==> config.mk <==
export PLATFORM = sky130hd
export DESIGN_NAME = burst_addr_seq
export DESIGN_NICKNAME = d
export VERILOG_FILES = /design/src/rtl/bas_pkg.sv /design/src/rtl/bas_seed_reg.sv /design/src/rtl/bas_beat_ctr.sv /design/src/rtl/bas_order_map.sv /design/src/rtl/burst_addr_seq.sv
export SDC_FILE = /design/constraint.sdc
export NUM_CORES = 1
export LEC_CHECK = 0
export BUFFER_PORTS_ARGS = -buffer_cell sky130_fd_sc_hd__buf_2
export CORE_AREA = 8 8 45 47
export CTS_CLUSTER_DIAMETER = 30
export CTS_CLUSTER_SIZE = 14
export DETAILED_ROUTE_END_ITERATION = 8
export DIE_AREA = 0 0 53 55
export SLEW_MARGIN = 20
export SYNTH_ARGS = -nofsm -noshare
export SYNTH_HDL_FRONTEND = slang
export SYNTH_SLANG_ARGS = --single-unit
==> constraint.sdc <==
create_clock -name clk -period 1 [get_ports clk]
set_input_delay 0.05 -clock clk [delete_from_list [all_inputs] [get_ports clk]]
set_output_delay 0.05 -clock clk [all_outputs]
set_load 0.02 [all_outputs]
==> src/rtl/bas_pkg.sv <==
// Package: shared types for the burst address sequencer.
// Assumes: nothing beyond the two order encodings used on order_i.
package bas_pkg;
    typedef enum logic {
        ORD_LINEAR     = 1'b0,
        ORD_INTERLEAVE = 1'b1
    } order_e;
endpackage

==> src/rtl/bas_seed_reg.sv <==
// Module: bas_seed_reg
// Holds the start address and order of the current burst.
// Assumes: load has priority and is the only way to change the held values;
// reset selects start 0 and interleaved order.
module bas_seed_reg
    import bas_pkg::*;
#(
    parameter int W = 2
) (
    input  logic         clk,
    input  logic         rst_n,
    input  logic         load_i,
    input  logic [W-1:0] start_i,
    input  logic         order_i,
    output logic [W-1:0] start_q,
    output order_e       order_q
);
    // Capture the seed and order on load, hold otherwise.
    always_ff @(posedge clk) begin
        if (!rst_n) begin
            start_q <= '0;
            order_q <= ORD_INTERLEAVE;
        end else if (load_i) begin
            start_q <= start_i;
            order_q <= order_e'(order_i);
        end
    end
endmodule

==> src/rtl/bas_beat_ctr.sv <==
// Module: bas_beat_ctr
// Counts the beat index of the burst, wrapping at 2**W beats.
// Assumes: load clears the index and takes priority over advance.
module bas_beat_ctr #(
    parameter int W = 2
) (
    input  logic         clk,
    input  logic         rst_n,
    input  logic         load_i,
    input  logic         adv_i,
    output logic [W-1:0] beat_q,
    output logic         last_o
);
    localparam logic [W-1:0] LAST_BEAT = {W{1'b1}};

    // Clear on load, step on advance, otherwise hold.
    always_ff @(posedge clk) begin
        if (!rst_n) begin
            beat_q <= '0;
        end else if (load_i) begin
            beat_q <= '0;
        end else if (adv_i) begin
            beat_q <= beat_q + 1'b1;
        end
    end

    // Flag the final beat of the burst.
    always_comb last_o = (beat_q == LAST_BEAT);
endmodule

==> src/rtl/bas_order_map.sv <==
// Module: bas_order_map
// Maps start address and beat index to the beat address in the held order.
// Assumes: purely combinational, the inputs come from registers.
module bas_order_map
    import bas_pkg::*;
#(
    parameter int W = 2
) (
    input  logic [W-1:0] start_i,
    input  logic [W-1:0] beat_i,
    input  order_e       order_i,
    output logic [W-1:0] addr_o
);
    logic [W-1:0] lin_addr;
    logic [W-1:0] ilv_addr;

    // Per-bit XOR for interleaved order.
    for (genvar b = 0; b < W; b++) begin : g_ilv
        assign ilv_addr[b] = start_i[b] ^ beat_i[b];
    end

    // Modular sum for linear order.
    always_comb lin_addr = start_i + beat_i;

    // Select the held order.
    always_comb addr_o = (order_i == ORD_LINEAR) ? lin_addr : ilv_addr;
endmodule

==> src/rtl/burst_addr_seq.sv <==
// Module: burst_addr_seq (top)
// Produces the beat address sequence of a wrapping burst in linear or
// interleaved order; the order is captured at load and held.
// Assumes: order_i is pulled high at the board so a floating pin means
// interleaved; synchronous active-low reset.
module burst_addr_seq
    import bas_pkg::*;
#(
    parameter int W = 2
) (
    input  logic         clk,
    input  logic         rst_n,
    input  logic         load_i,
    input  logic         adv_i,
    input  logic [W-1:0] start_i,
    input  logic         order_i,
    output logic [W-1:0] beat_addr_o,
    output logic         last_o
);
    logic [W-1:0] start_q;
    order_e       order_q;
    logic [W-1:0] beat_q;

    bas_seed_reg #(.W(W)) u_seed (
        .clk     (clk),
        .rst_n   (rst_n),
        .load_i  (load_i),
        .start_i (start_i),
        .order_i (order_i),
        .start_q (start_q),
        .order_q (order_q)
    );

    bas_beat_ctr #(.W(W)) u_ctr (
        .clk    (clk),
        .rst_n  (rst_n),
        .load_i (load_i),
        .adv_i  (adv_i),
        .beat_q (beat_q),
        .last_o (last_o)
    );

    bas_order_map #(.W(W)) u_map (
        .start_i (start_q),
        .beat_i  (beat_q),
        .order_i (order_q),
        .addr_o  (beat_addr_o)
    );
endmodule

== After elaboration in Yosys (flattened, before gate mapping) ==
Cells that the tools add are included.

* Memory bits (writable): 0
* Register bits: 5
* Input bits: 7
* Latch bits: 0
* Memories kept: 0
* ROM bits: 0
* Output and inout bits: 3

* Multiplexer cells: 1
* Div/mod/pow operators: 0
* Bitwise gates (word level): 3
* Magnitude comparators: 0
* Add/sub/neg operators: 2
* Multiply operators: 0
* Equal/unequal tests: 1
* Reduce and logical (&&, ||, !) cells: 1
* Shift-type cells: 0

{| class="wikitable"
|+ Operators by type and width
! kind !! count
|-
| $add 2x1->2 const B || 1
|-
| $add 2x2->2 || 1
|-
| $eq 2x2->1 const B || 1
|-
| $mux 2 || 1
|-
| $reduce_or 2->1 || 1
|-
| $xor 1x1->1 || 2
|-
| $not 1->1 || 1
|}

== Longest topological paths before layout ==
* Depth in word-level cells: 2
* Mapped depth: 3
* Mapped depth without buffers: 3

== Cells and area by module ==
From an unflattened synthesis, not the netlist that was laid out.

* Cells, all modules: 21
* Area, all modules: 227.7 um^2

{| class="wikitable"
|+ Modules (own cells, without submodules)
! module !! times used !! sequential area each (um^2) !! area an instance (um^2) !! cells an instance
|-
| bas_seed_reg || 1 || 60.1 || 106.4 || 9
|-
| bas_beat_ctr || 1 || 40.0 || 85.1 || 8
|-
| bas_order_map || 1 || 0.0 || 36.3 || 4
|}

== Least setup slack after synthesis ==
No wires, ideal clock.

* Path kind: register to output
* Start point: register u_ctr.beat_q[0]
* End point: output beat_addr_o[1]
* Path buffers: 0
* Cell stages (with the launch flop): 4
* Data arrival time: 984 ps
* Path slack: -34 ps
* Cell sequence: dfxtp_1 -> ha_1 -> nor2b_1 -> xnor2_1

* Cells in the longest elaborated chain, start to end: 2

{| class="wikitable"
|+ RTL lines
! element !! RTL line !! RTL
|-
| start, declared || bas_beat_ctr.sv:11 || <nowiki>output logic [W-1:0] beat_q,</nowiki>
|-
| start signal, assigned || bas_beat_ctr.sv:23 || <nowiki>beat_q <= beat_q + 1'b1;</nowiki>
|-
| $add 2x2->2 || bas_order_map.sv:23 || <nowiki>always_comb lin_addr = start_i + beat_i;</nowiki>
|-
| $mux 2 || bas_order_map.sv:26 || <nowiki>always_comb addr_o = (order_i == ORD_LINEAR) ? lin_addr : ilv_addr;</nowiki>
|-
| end, declared || burst_addr_seq.sv:17 || <nowiki>output logic [W-1:0] beat_addr_o,</nowiki>
|}

Every way passes these cells.

== Worst setup path after layout ==
Same ends and word-level chain as after synthesis.

==> impl_metrics.json <==
{
  "status": "finished, violations left",
  "violations": "negative setup slack",
  "max_freq_ghz": 0.8646,
  "drt_pass1_iterations": 1,
  "antenna_found_initial": 0,
  "cts_buffers": 3,
  "power_leakage_nw": 0.1728,
  "hold-worst-slack_ns": 0.008207,
  "initial_core_util_pct": 16.46,
  "nFillCells": 150,
  "post_cts.repair.setup_buffers": 0,
  "wl_met3_um": 59,
  "final_nets": 46,
  "cts_root_buffer": "clkbuf_4",
  "finalSetupViolations": 3,
  "syn_area_per_cell_um2": 10.84,
  "h-tree-depth": 1,
  "critPathSlowestCell": "dfxtp_2",
  "critPathCaptureType": "output port",
  "place_ws_ns": -0.02354,
  "layout_commonest_cell": "buf_2",
  "grt_pass1_vias": 193,
  "synth_mux_area_share_pct": 17.58,
  "finalClockSkew_ns": 0.007179,
  "drv_slew": 0,
  "maxUsedRoutingLayer": "met3",
  "max_cap_violations": 0,
  "numPortBuffers": 9,
  "syn_inst": 21,
  "rsz0062_at_grt": "yes",
  "max_slew_margin_pct": 87.36,
  "drive_gt1_share_pct": 58.33,
  "utilization_pct": 28.12,
  "worst_slack_ns": -0.1566,
  "hp-class": "in2reg",
  "register_area_um2": 102.6,
  "synthSimpleGateAreaFrac_pct": 15.93,
  "antenna_left": 0,
  "peakVddDrop_mv": 0.5566,
  "critPathRequiredTime_ns": 0.95,
  "clk_latency_ns": 0.24,
  "fin_setup_tns_ns": -0.2165,
  "cp_max_fo": 2,
  "worst-setup-path-type": "reg2out",
  "hpwl_um": 369.3,
  "die_y_um": 55,
  "drt_iter0_drc": 0,
  "synthAdderAreaFrac_pct": 10.99,
  "vias_per_cell": 3.750,
  "hold_violations": 0,
  "clockBufferDepth": 2,
  "synth_compound_area_share_pct": 0,
  "synth_area_um2": 227.7,
  "worstMarginPinSlew_ns": 0.1887,
  "synth_top_family_by_area": "multiplexers",
  "dr_wl_met2_um": 236,
  "ctsHoldBuffers": 0,
  "cpPeakStageDelay_ns": 0.33,
  "grt_max_degree": 5,
  "die_area_um2": 2915,
  "core_um2": 1384,
  "grt-ovfl-total": 0,
  "rows": 14,
  "routedLengthMet1_um": 192,
  "fp.dieW_um": 53,
  "clk_pin_slew_ns": 0.04,
  "diodes": 0,
  "yosys_warnings": 0,
  "multi_input_comb_area_um2": 165.2,
  "via_count": 195,
  "fin_crit_ns": 1.157,
  "ys_seq_area_share_pct": 43.96,
  "crit_chain": "ha_4 -> nor2b_4 -> xnor2_2 -> buf_4",
  "p_per_area_nw_per_um2": 1404,
  "place_congestion": 0.6514,
  "drc": 0,
  "grt_pass1_wl_um": 786,
  "grt_use_total_pct": 3.993,
  "worstSetupStartpointType": "flip-flop",
  "arrival_ns": 1.11,
  "synth-seq-cells": 5,
  "drt-wirelength-per-cell_um": 9.404,
  "syn-num-nets": 30,
  "ys_types": 8,
  "wl_um": 489,
  "cts_tree": "done",
  "fin_crit_sh_pct": 115.7,
  "clock_sinks": 5,
  "io_pins": 10,
  "synth_xor_area_share_pct": 11.54,
  "layout_common_cells": "6 x buf_2, 4 x mux2i_1, 3 x clkbuf_4, 3 x buf_4, 3 x dfxtp_1",
  "syn_to_final_growth_pct": 70.88
}
worst max-delay path: cells and delay by family, from the launching register on:
family	cells	cell delay [ns]
buf+inv	1	0.16
simple gates	1	0.12
flops	1	0.33
xor+xnor	1	0.12
fa+ha+maj	1	0.15
stage by stage:
stage / instance area [µm²] / total power [mW] / std cells
floorplan: 235.2 / 0.2626 / 21
finish: 389.1 / 0.5465 / 52
CTS: 389.1 / 0.5580 / 52
global placement: 315.3 / 0.2944 / 48
detailed placement: 315.3 / 0.2947 / 48
global route: 389.1 / 0.5781 / 52
cells in the mapped netlist:
| cell | count | share of area [%] |
|---|---|---|
| xnor2_1 | 3 | 12 |
| nor2b_1 | 3 | 8.2 |
| dfxtp_1 | 5 | 44 |
| mux2i_1 | 4 | 18 |
| nor2_1 | 2 | 3.3 |
| nand2b_1 | 1 | 2.7 |
| ha_1 | 2 | 11 |
| nand2_1 | 1 | 1.6 |
where the power goes:
part / internal (mW) / switching, mW / leakage [nW]
Clock: 0.151 / 0.0863 / 0.0150
Combinational: 0.0516 / 0.0357 / 0.116
Sequential: 0.211 / 0.0106 / 0.0418
Total: 0.414 / 0.133 / 0.173
registers in the layout, indices dropped and copies added, names as in the netlist:
register,count
u_ctr.beat_q,2
u_seed.order_q,1
u_seed.start_q,2
worst paths after layout:
kind	from	end	slack [ns]	depth (start not counted)
max	u_ctr.beat_q[0]	beat_addr_o[1]	-0.16	4
min	rst_n	u_seed.order_q	0.008	2
max reg2reg	u_ctr.beat_q[0]	u_ctr.beat_q[1]	-0.01	4
min reg2reg	u_seed.order_q	u_seed.order_q	0.54	2
routing by layer:
metal / track usage (%) / vias to the layer above
met5: 0 / -
li1: - / 98
met4: 3.879 / 0
met1: 3.963 / 91
met2: 5.078 / 6
met3: 3.209 / 0
cell families after synthesis:
kind of cell	Yosys count
adders and majority gates	2
xor gates and xnor gates	3
DFF	5
and+or+nand+nor	7
muxes	4
layout make-up:
| type | count | area share (%) |
|---|---|---|
| flip-flops and latches | 5 | 26.37 |
| clock buffers | 4 | 6.752 |
| well taps | 16 | 5.145 |
| repair buffers | 11 | 19.29 |
| multi-input cells | 16 | 42.44 |
what timing repair did:
item                                    CTS  global route
resized for setup                        13             0
pin swaps                                 1             0
endpoints found under the setup margin    4             4
Note: power is estimated with default switching activity, not from simulation.
